==> src/rtl/spi_rxq_pkg.sv <==
package spi_rxq_pkg;
  localparam int RXQ_DATA_W = 32;
  localparam int RXQ_DEPTH  = 4;
  localparam int ST_W       = 2;
  localparam int ST_DRAIN   = 0;
  localparam int ST_OVF     = 1;
endpackage

==> src/rtl/spi_rxq_hold.sv <==
module spi_rxq_hold #(
  parameter int DATA_W = 32
) (
  input  logic              clk,
  input  logic              rst,
  input  logic              frm_valid_i,
  input  logic [DATA_W-1:0] frm_data_i,
  input  logic              keep_new_i,
  input  logic              q_full_i,
  output logic              move_o,
  output logic [DATA_W-1:0] move_data_o,
  output logic              ovf_evt_o
);
  logic              held_q;
  logic [DATA_W-1:0] data_q;
  logic              take;

  assign move_o      = held_q && !q_full_i;
  assign move_data_o = data_q;
  assign take        = frm_valid_i && (!held_q || move_o);
  assign ovf_evt_o   = frm_valid_i && held_q && !move_o;

  always_ff @(posedge clk) begin
    if (rst) begin
      held_q <= 1'b0;
      data_q <= '0;
    end else begin
      if (take) held_q <= 1'b1;
      else if (move_o) held_q <= 1'b0;
      if (take || (ovf_evt_o && keep_new_i)) data_q <= frm_data_i;
    end
  end


  drop_keeps_old_chk: assert property (@(posedge clk) disable iff (rst)
    (ovf_evt_o && !keep_new_i) |=> (held_q && data_q == $past(data_q)));

  keep_new_chk: assert property (@(posedge clk) disable iff (rst)
    (ovf_evt_o && keep_new_i) |=> (held_q && data_q == $past(frm_data_i)));
endmodule

==> src/rtl/spi_rxq_fifo.sv <==
module spi_rxq_fifo #(
  parameter int DATA_W = 32,
  parameter int DEPTH  = 4
) (
  input  logic                      clk,
  input  logic                      rst,
  input  logic                      push_i,
  input  logic [DATA_W-1:0]         push_data_i,
  input  logic                      pop_i,
  output logic [DATA_W-1:0]         head_o,
  output logic [$clog2(DEPTH):0]    cnt_o,
  output logic                      full_o,
  output logic                      nonempty_next_o
);
  localparam int PTR_W = $clog2(DEPTH);
  localparam int CNT_W = PTR_W + 1;
  localparam logic [CNT_W-1:0] FULL_CNT = CNT_W'(DEPTH);

  logic [DATA_W-1:0] slot_q [DEPTH];
  logic [PTR_W-1:0]  wr_q, rd_q;
  logic [CNT_W-1:0]  cnt_q, cnt_d;
  logic              push_ok, pop_ok;

  function automatic logic [PTR_W-1:0] bump(input logic [PTR_W-1:0] p);
    return (p == PTR_W'(DEPTH - 1)) ? '0 : p + 1'b1;
  endfunction

  assign full_o  = (cnt_q == FULL_CNT);
  assign push_ok = push_i && !full_o;
  assign pop_ok  = pop_i && (cnt_q != '0);
  assign head_o  = slot_q[rd_q];
  assign cnt_o   = cnt_q;

  always_comb begin
    cnt_d = cnt_q;
    if (push_ok && !pop_ok) cnt_d = cnt_q + 1'b1;
    else if (pop_ok && !push_ok) cnt_d = cnt_q - 1'b1;
  end
  assign nonempty_next_o = (cnt_d != '0);

  for (genvar i = 0; i < DEPTH; i++) begin : g_slot
    always_ff @(posedge clk) begin
      if (rst) slot_q[i] <= '0;
      else if (push_ok && wr_q == PTR_W'(i)) slot_q[i] <= push_data_i;
    end
  end

  always_ff @(posedge clk) begin
    if (rst) begin
      wr_q  <= '0;
      rd_q  <= '0;
      cnt_q <= '0;
    end else begin
      if (push_ok) wr_q <= bump(wr_q);
      if (pop_ok)  rd_q <= bump(rd_q);
      cnt_q <= cnt_d;
    end
  end


  cnt_bound_chk: assert property (@(posedge clk) disable iff (rst) cnt_q <= FULL_CNT);

  empty_pop_chk: assert property (@(posedge clk) disable iff (rst)
    (pop_i && cnt_q == '0 && !push_i) |=> (cnt_q == '0 && rd_q == $past(rd_q)));

  push_pop_hold_chk: assert property (@(posedge clk) disable iff (rst)
    (push_i && pop_i && cnt_q != '0 && !full_o) |=> (cnt_q == $past(cnt_q)));
endmodule

==> src/rtl/spi_rxq_flags.sv <==
module spi_rxq_flags #(
  parameter int ST_W = 2
) (
  input  logic            clk,
  input  logic            rst,
  input  logic            ovf_evt_i,
  input  logic            nonempty_next_i,
  input  logic            dma_done_i,
  input  logic            clr_en_i,
  input  logic [ST_W-1:0] clr_bits_i,
  output logic            ovf_o,
  output logic            drain_o
);
  import spi_rxq_pkg::*;
  logic ovf_q, drain_q, clr_ovf, clr_drain;

  assign clr_ovf   = clr_en_i && clr_bits_i[ST_OVF];
  assign clr_drain = clr_en_i && clr_bits_i[ST_DRAIN];

  always_ff @(posedge clk) begin
    if (rst) begin
      ovf_q   <= 1'b0;
      drain_q <= 1'b0;
    end else begin
      if (ovf_evt_i) ovf_q <= 1'b1;
      else if (clr_ovf) ovf_q <= 1'b0;
      if (nonempty_next_i) drain_q <= 1'b1;
      else if (dma_done_i || clr_drain) drain_q <= 1'b0;
    end
  end
  assign ovf_o   = ovf_q;
  assign drain_o = drain_q;


  ovf_sticky_chk: assert property (@(posedge clk) disable iff (rst)
    (ovf_q && !clr_ovf) |=> ovf_q);

  ovf_set_wins_chk: assert property (@(posedge clk) disable iff (rst)
    ovf_evt_i |=> ovf_q);
endmodule

==> src/rtl/spi_rxq_ctrl.sv <==
module spi_rxq_ctrl #(
  parameter int DATA_W = spi_rxq_pkg::RXQ_DATA_W,
  parameter int DEPTH  = spi_rxq_pkg::RXQ_DEPTH,
  localparam int CNT_W = $clog2(DEPTH) + 1,
  localparam int ST_W  = spi_rxq_pkg::ST_W
) (
  input  logic              clk,
  input  logic              rst,
  input  logic              frm_valid,
  input  logic [DATA_W-1:0] frm_data,
  input  logic              ovf_keep_new,
  output logic              rd_valid,
  input  logic              rd_ready,
  output logic [DATA_W-1:0] rd_data,
  output logic [CNT_W-1:0]  rd_count,
  input  logic              dma_rd_done,
  input  logic              st_clr_en,
  input  logic [ST_W-1:0]   st_clr_bits,
  output logic              ovf_flag,
  output logic              drain_req
);
  logic              q_full, move, ovf_evt, nonempty_next;
  logic [DATA_W-1:0] move_data;

  spi_rxq_hold #(.DATA_W(DATA_W)) u_hold (
    .clk(clk), .rst(rst), .frm_valid_i(frm_valid), .frm_data_i(frm_data),
    .keep_new_i(ovf_keep_new), .q_full_i(q_full), .move_o(move),
    .move_data_o(move_data), .ovf_evt_o(ovf_evt)
  );

  spi_rxq_fifo #(.DATA_W(DATA_W), .DEPTH(DEPTH)) u_fifo (
    .clk(clk), .rst(rst), .push_i(move), .push_data_i(move_data),
    .pop_i(rd_ready), .head_o(rd_data), .cnt_o(rd_count),
    .full_o(q_full), .nonempty_next_o(nonempty_next)
  );

  spi_rxq_flags #(.ST_W(ST_W)) u_flags (
    .clk(clk), .rst(rst), .ovf_evt_i(ovf_evt), .nonempty_next_i(nonempty_next),
    .dma_done_i(dma_rd_done), .clr_en_i(st_clr_en), .clr_bits_i(st_clr_bits),
    .ovf_o(ovf_flag), .drain_o(drain_req)
  );

  assign rd_valid = (rd_count != '0);


  drain_level_chk: assert property (@(posedge clk) disable iff (rst)
    (rd_count != '0) |-> drain_req);

  ovf_needs_full_chk: assert property (@(posedge clk) disable iff (rst)
    ($rose(ovf_flag)) |-> $past(q_full));
endmodule

==> config.mk <==
export PLATFORM = sky130hd
export DESIGN_NAME = spi_rxq_ctrl
export DESIGN_NICKNAME = d
export VERILOG_FILES = /design/src/rtl/spi_rxq_pkg.sv /design/src/rtl/spi_rxq_hold.sv /design/src/rtl/spi_rxq_fifo.sv /design/src/rtl/spi_rxq_flags.sv /design/src/rtl/spi_rxq_ctrl.sv
export SDC_FILE = /design/constraint.sdc
export NUM_CORES = 1
export LEC_CHECK = 0
export BUFFER_PORTS_ARGS = -buffer_cell sky130_fd_sc_hd__buf_2
export CORE_ASPECT_RATIO = 1.75
export CORE_MARGIN = 2
export CORE_UTILIZATION = 45
export DETAILED_ROUTE_END_ITERATION = 10
export GPL_TIMING_DRIVEN = 0
export PLACE_DENSITY = 0.72
export SYNTH_ARGS = -nofsm -noshare
export SYNTH_HDL_FRONTEND = slang
export SYNTH_HIERARCHICAL = 1
export SYNTH_SLANG_ARGS = --single-unit
==> constraint.sdc <==
create_clock -name clk -period 3.55 [get_ports clk]
set_clock_uncertainty 0.1 [all_clocks]
set_input_delay 0.1775 -clock clk [delete_from_list [all_inputs] [get_ports clk]]
set_output_delay 0.1775 -clock clk [all_outputs]
set_load 0.05 [all_outputs]
# Word level (Yosys, flattened, before mapping)
# Memory sizes are Yosys's and may differ from the RTL's. A register that Yosys moved wholly into a read port is not among the register bits.
# Cells that the tools add are included.
# op_classes
mux	30
eq_ne	5
bitwise_logic	4
addsub	4
n_reduce_logical	29
# ops
cell	n
$mux 32	4
$mux 1	20
$logic_and 1x1->1	15
$mux 2	4
$eq 2x2->1 const B	3
$mux 3	2
$reduce_bool 2->1	3
$reduce_bool 3->1	2
$logic_not 1->1	5
$add 2x1->2 const B	2
$or 1x1->1	4
$add 3x1->3 const B	1
$eq 3x3->1 const B	1
$logic_or 1x1->1	3
$sub 3x1->3 const B	1
$eq 2x1->1 const B	1
$logic_not 2->1	1
# totals
word_cells	80
in_bits	41
ram_bits	128
memories	1
ff_bits	42
# memory_table
name	words	width	read_ports	rd_ports_with_merged_regs	wr	line_no	rtl
u_fifo.slot_q	4	32	1	1	4	spi_rxq_fifo.sv:19	logic [DATA_W-1:0] slot_q [DEPTH];

# Longest topological paths before layout
# logic_depth
word_depth	10
mapped_depth	10
depth_no_buf	10

# Hierarchy
# Netlist, hierarchy kept.
# by_module_without_submodules
module	area_per_inst_um2	seq_area_each_um2	cells_per_inst	instances
spi_rxq_fifo	6281.0	4023.9	393	1
spi_rxq_hold	1500.2	660.6	146	1
spi_rxq_flags	70.1	40.0	9	1
spi_rxq_ctrl	6.3	0.0	1	1

# Least setup slack after synthesis
# OpenSTA, ideal clock, no wires.
# synth_timing
kind	register to register
from	register u_fifo.cnt_q[0], in the netlist u_fifo/cnt_o[0]
to	memory u_fifo.slot_q[0][0] (enable)
path_buffers	0
stages_incl_launch_ff	7
required_ns	3.062
arrival_ns	2.644
path_slack_ns	0.419
period_less_slack_ns	3.131
setup_ns	0.388
path_cell_list	dfxtp_1 inv_1 ha_1 and2_1 and2b_2 a21boi_4 a21o_1
# synth_rtl
item	line_no	rtl
start, declared	spi_rxq_fifo.sv:21	logic [CNT_W-1:0] cnt_q, cnt_d;
start signal, assigned	spi_rxq_fifo.sv:56	cnt_q <= cnt_d;
end, declared	spi_rxq_fifo.sv:19	

# Worst setup path in the final report
# layout_timing
from	register u_fifo.cnt_q[0], in the netlist u_fifo/cnt_o[0]
to	register u_flags.drain_q, in the netlist u_flags/drain_o
# layout_via
elab_chain_len	10
word_cells_on_any_way	17
# layout_rtl
item	line_no	rtl
$eq 3x3->1 *	spi_rxq_fifo.sv:28	assign full_o = (cnt_q == FULL_CNT);
net q_full	spi_rxq_ctrl.sv:22	logic q_full, move, ovf_evt, nonempty_next;
$logic_not 1->1 *	spi_rxq_hold.sv:18	assign move_o = held_q && !q_full_i;
$logic_and 1x1->1 *	spi_rxq_hold.sv:18	
net move	spi_rxq_ctrl.sv:22	
$logic_and 1x1->1 *	spi_rxq_fifo.sv:29	assign push_ok = push_i && !full_o;
$logic_not 1->1	spi_rxq_fifo.sv:37	else if (pop_ok && !push_ok) cnt_d = cnt_q - 1'b1;
$logic_and 1x1->1	spi_rxq_fifo.sv:37	
$mux 3	spi_rxq_fifo.sv:37	
$mux 3 *	spi_rxq_fifo.sv:36	if (push_ok && !pop_ok) cnt_d = cnt_q + 1'b1;
$reduce_bool 3->1 *	spi_rxq_fifo.sv:39	assign nonempty_next_o = (cnt_d != '0);
net nonempty_next	spi_rxq_ctrl.sv:22	
$mux 1 / $reduce_bool 2->1 (equally long branches)	-	
end signal, assigned	spi_rxq_flags.sv:23	drain_q <= 1'b0;
end signal, assigned	spi_rxq_flags.sv:27	if (nonempty_next_i) drain_q <= 1'b1;
end signal, assigned	spi_rxq_flags.sv:28	else if (dma_done_i || clr_drain) drain_q <= 1'b0;
end, declared	spi_rxq_flags.sv:15	logic ovf_q, drain_q, clr_ovf, clr_drain;
# Mark *: on every way through the listed nets, which the timed path passes. The rest lies on a longest branch.
# A chain may end at the register's enable or synchronous reset.

==> flow_summary.yaml <==
status:
  outcome: "finished, final reports clean"
logic_synthesis:
  synth.distinct_cells: 41
  synth_area_leaders: "edfxtp_1 49%, dfxtp_1 11%, and3_1 10%"
  yosys.area.top_type_share: 0.489
  yosysWarnings: 6
  ys_seq_elements: 172
  syn_area_mm2: 0.00786
  avgSynthCellArea_um2: 14.3
  synth_cells: 549
  yosysSeqAreaShare: 0.601
  synth_nets: 598
  synth_top_area_cell: "edfxtp_1"
floorplanning:
  die_w_um: 104
  core_mm2: 0.0173
  fp.dieArea_mm2: 0.0186
  rows: 64
  die_height_um: 179
  ios: 79
  start_util: 0.454
worst_setup_path:
  cp_max_fo: 9
  cp.arrival_ns: 3.51
  crit_path_cell_trace: "inv_1 > ha_1 > and2_1 > and2b_2 > a21boi_4 > o21ai_2 > o221ai_1 > o2111ai_1 > a31oi_1 > dlygate4sd3_1 > nor2_1"
  crit_slowest_cell: "dlygate4sd3_1"
  crit_family: "compound AO/OA/AOI/OAI gates"
  worstPathRequired_ns: 3.77
  crit_buf_inv: 2
  r2r_cells: 11
  reg2reg_slack_ns: 0.26
  critPathKind: "reg -> reg"
  endpoint_kind: "flip-flop"
  r2r-end: "u_flags/drain_o$_SDFFE_PP0P_"
  crit_path_start_kind: "flip-flop"
  critical_path.max_stage_delay_ns: 0.58
  r2r_start: "u_fifo/cnt_o[0]$_SDFF_PP0_"
grt:
  antenna_found_initial: 0
  grt_first_pass_wirelength_um: 29400
  grt_usage: 0.210
  gr-total-overflow: 0
  grt_pass1_vias: 5547
  grt_max_degree: 33
final_layout:
  multiInputGateArea_mm2: 0.00272
  register_area_mm2: 0.00472
  drive_above_1_share: 0.253
  nNetsFinal: 732
  fillerInstances: 1501
  antenna-diode-count: 0
  syn_to_final_growth_pct: 21.6
  layout_commonest_cell: "and3_1"
  layout_common_cells: "129 x and3_1, 128 x edfxtp_1, 79 x buf_2"
routing:
  drc: 0
  drt_wl_total_um: 19000
  dr.pass1.iters: 5
  first_iter_violations: 420
  via_count: 5107
  drt-wirelength-per-cell_um: 20.5
  antenna_left: 0
  via_per_inst: 5.51
cts:
  insertion_delay_ns: 0.43
  cts_root_buffer: "clkbuf_16"
  cts_tree: "built"
  cts_sinks: 172
  ctsLongestPathBuffers: 2
  clkTransAtPathRegs_ns: 0.07
  numCtsBuffers: 17
  cts_setup_buffers: 0
  htreeDepth: 4
sta:
  clock.fmax_mhz: 304
  min_period_ns: 3.29
  tightest_slew_ns: 0.952
  whs_ns: 0.0435
  drv_slew: 0
  rsz0062_at_grt: "no"
  slew-limit-headroom: 0.365
  tns_ns: 0
  hold_viol: 0
  setup_viol: 0
  fin_crit_sh: 0.927
min_path:
  holdPathEnd: "u_fifo/rd_q[1]$_SDFFE_PP0N_"
  hold_class: "in -> reg"
  worstHoldPathCells: 3
  min_from: "rd_ready"
power:
  power.density_mw_per_mm2: 604
  ir_drop_v: 0.000380
  p_leak_uw: 0.00416
  totalPowerFinal_uw: 5770
placement:
  globalplace.congestion: 0.762
  dp_hpwl_um: 12400
  io_buffers: 77
flow_run:
  drv_cap: 0
==> power by group <==
part / total [uW] / internal (uW) / switching (uW)
logic: 1440 / 486 / 953
registers: 2380 / 2300 / 80.3
clock network: 1950 / 1150 / 799
total: 5770 / 3940 / 1830
==> worst max path at each step <==
stage	startpoint	to	slack, ns	cells after the start
floorplan	u_fifo/cnt_o[0]$_SDFF_PP0_	u_fifo/slot_q[0][0]$_SDFFCE_PN0P_	0.42	6
global placement	u_fifo/cnt_o[0]$_SDFF_PP0_	u_fifo/slot_q[1][7]$_SDFFCE_PN0P_	0.09	6
detailed placement	u_fifo/cnt_o[0]$_SDFF_PP0_	u_fifo/slot_q[3][6]$_SDFFCE_PN0P_	0.50	6
CTS	u_fifo/cnt_o[0]$_SDFF_PP0_	u_flags/drain_o$_SDFFE_PP0P_	0.31	11
global route	u_fifo/cnt_o[0]$_SDFF_PP0_	u_flags/drain_o$_SDFFE_PP0P_	0.05	11
finish	u_fifo/cnt_o[0]$_SDFF_PP0_	u_flags/drain_o$_SDFFE_PP0P_	0.26	11
==> per-stage QoR <==
| stage | cell area [um2] | setup slack [ns] | util | std cells |
|---|---|---|---|---|
| 6_report | 9560 | 0.257 | 0.553 | 927 |
| 5_1_grt | 9560 | 0.0513 | 0.553 | 927 |
| 4_1_cts | 9560 | 0.313 | 0.553 | 927 |
| 3_5_place_dp | 8540 | 0.504 | 0.494 | 857 |
| 3_3_place_gp | 8530 | 0.0939 | 0.493 | 857 |
| 2_1_floorplan | 7860 | 0.419 | - | 549 |
==> sequential cells by signal, indices dropped and copies added, names as in the netlist, named ones only <==
| signal | flops |
|---|---|
| u_fifo/slot_q | 128 |
| u_hold/move_data_o | 32 |
| u_fifo/cnt_o | 3 |
| u_flags/drain_o | 1 |
| u_hold/held_q | 1 |
| u_fifo/rd_q | 2 |
| u_flags/ovf_o | 1 |
| u_fifo/wr_q | 2 |
==> Yosys cell counts (all sizes together) <==
| library cell | count |
|---|---|
| a211oi | 1 |
| edfxtp | 128 |
| o21ai | 4 |
| o2111ai | 1 |
| a21bo | 1 |
| dfxtp | 44 |
| nor2 | 6 |
| or3 | 2 |
| o32ai | 1 |
| and2b | 2 |
| a21boi | 1 |
| clkbuf | 21 |
| nand3 | 2 |
| nand2b | 65 |
| nand2 | 9 |
| a21oi | 10 |
| and3 | 130 |
| or3b | 1 |
| inv | 7 |
| ha | 8 |
| nor3 | 5 |
| o221ai | 1 |
| mux2i | 32 |
| a311oi | 1 |
| a31oi | 1 |
| mux4 | 32 |
| a21o | 4 |
| and2 | 1 |
| o21a | 2 |
| buf | 26 |
==> repair_timing <==
action / in CTS / in global routing
gates resized for setup: 0 / 0
hold buffers: 38 / 0
endpoints found under the hold margin: 36 / 0
==> routing by layer <==
metal / share of wire / GRT usage
met1: 0.37 / 0.222
met2: 0.56 / 0.398
met3: 0.044 / 0.0356
met4: 0.027 / 0.105
met5: 0 / 0
==> tightest hold or removal path: stages <==
cell and delay [ns]:
clkbuf_2 0.15, nand3_1 0.10, a21oi_1 0.08
==> final cells by class <==
cell class,count,area share
buffer,47,0.0406
clock buffer,21,0.0550
clock inverter,11,0.0119
inverter,7,0.00275
multi-input combinational,323,0.285
sequential,172,0.494
tap,231,0.0302
timing repair buffer,115,0.0801
==> cell families (layout without fill, tap and decap cells) <==
family	count (synthesis)	in the layout	synth area share
AOI/OAI and AO/OA	28	28	0.0258
adders and majority gates	8	8	0.0127
buffers and inverters	54	201	0.0527
DFF	172	172	0.601
muxes	64	64	0.132
and+or+nand+nor	223	223	0.175
Power figures use the tool's default switching activity.
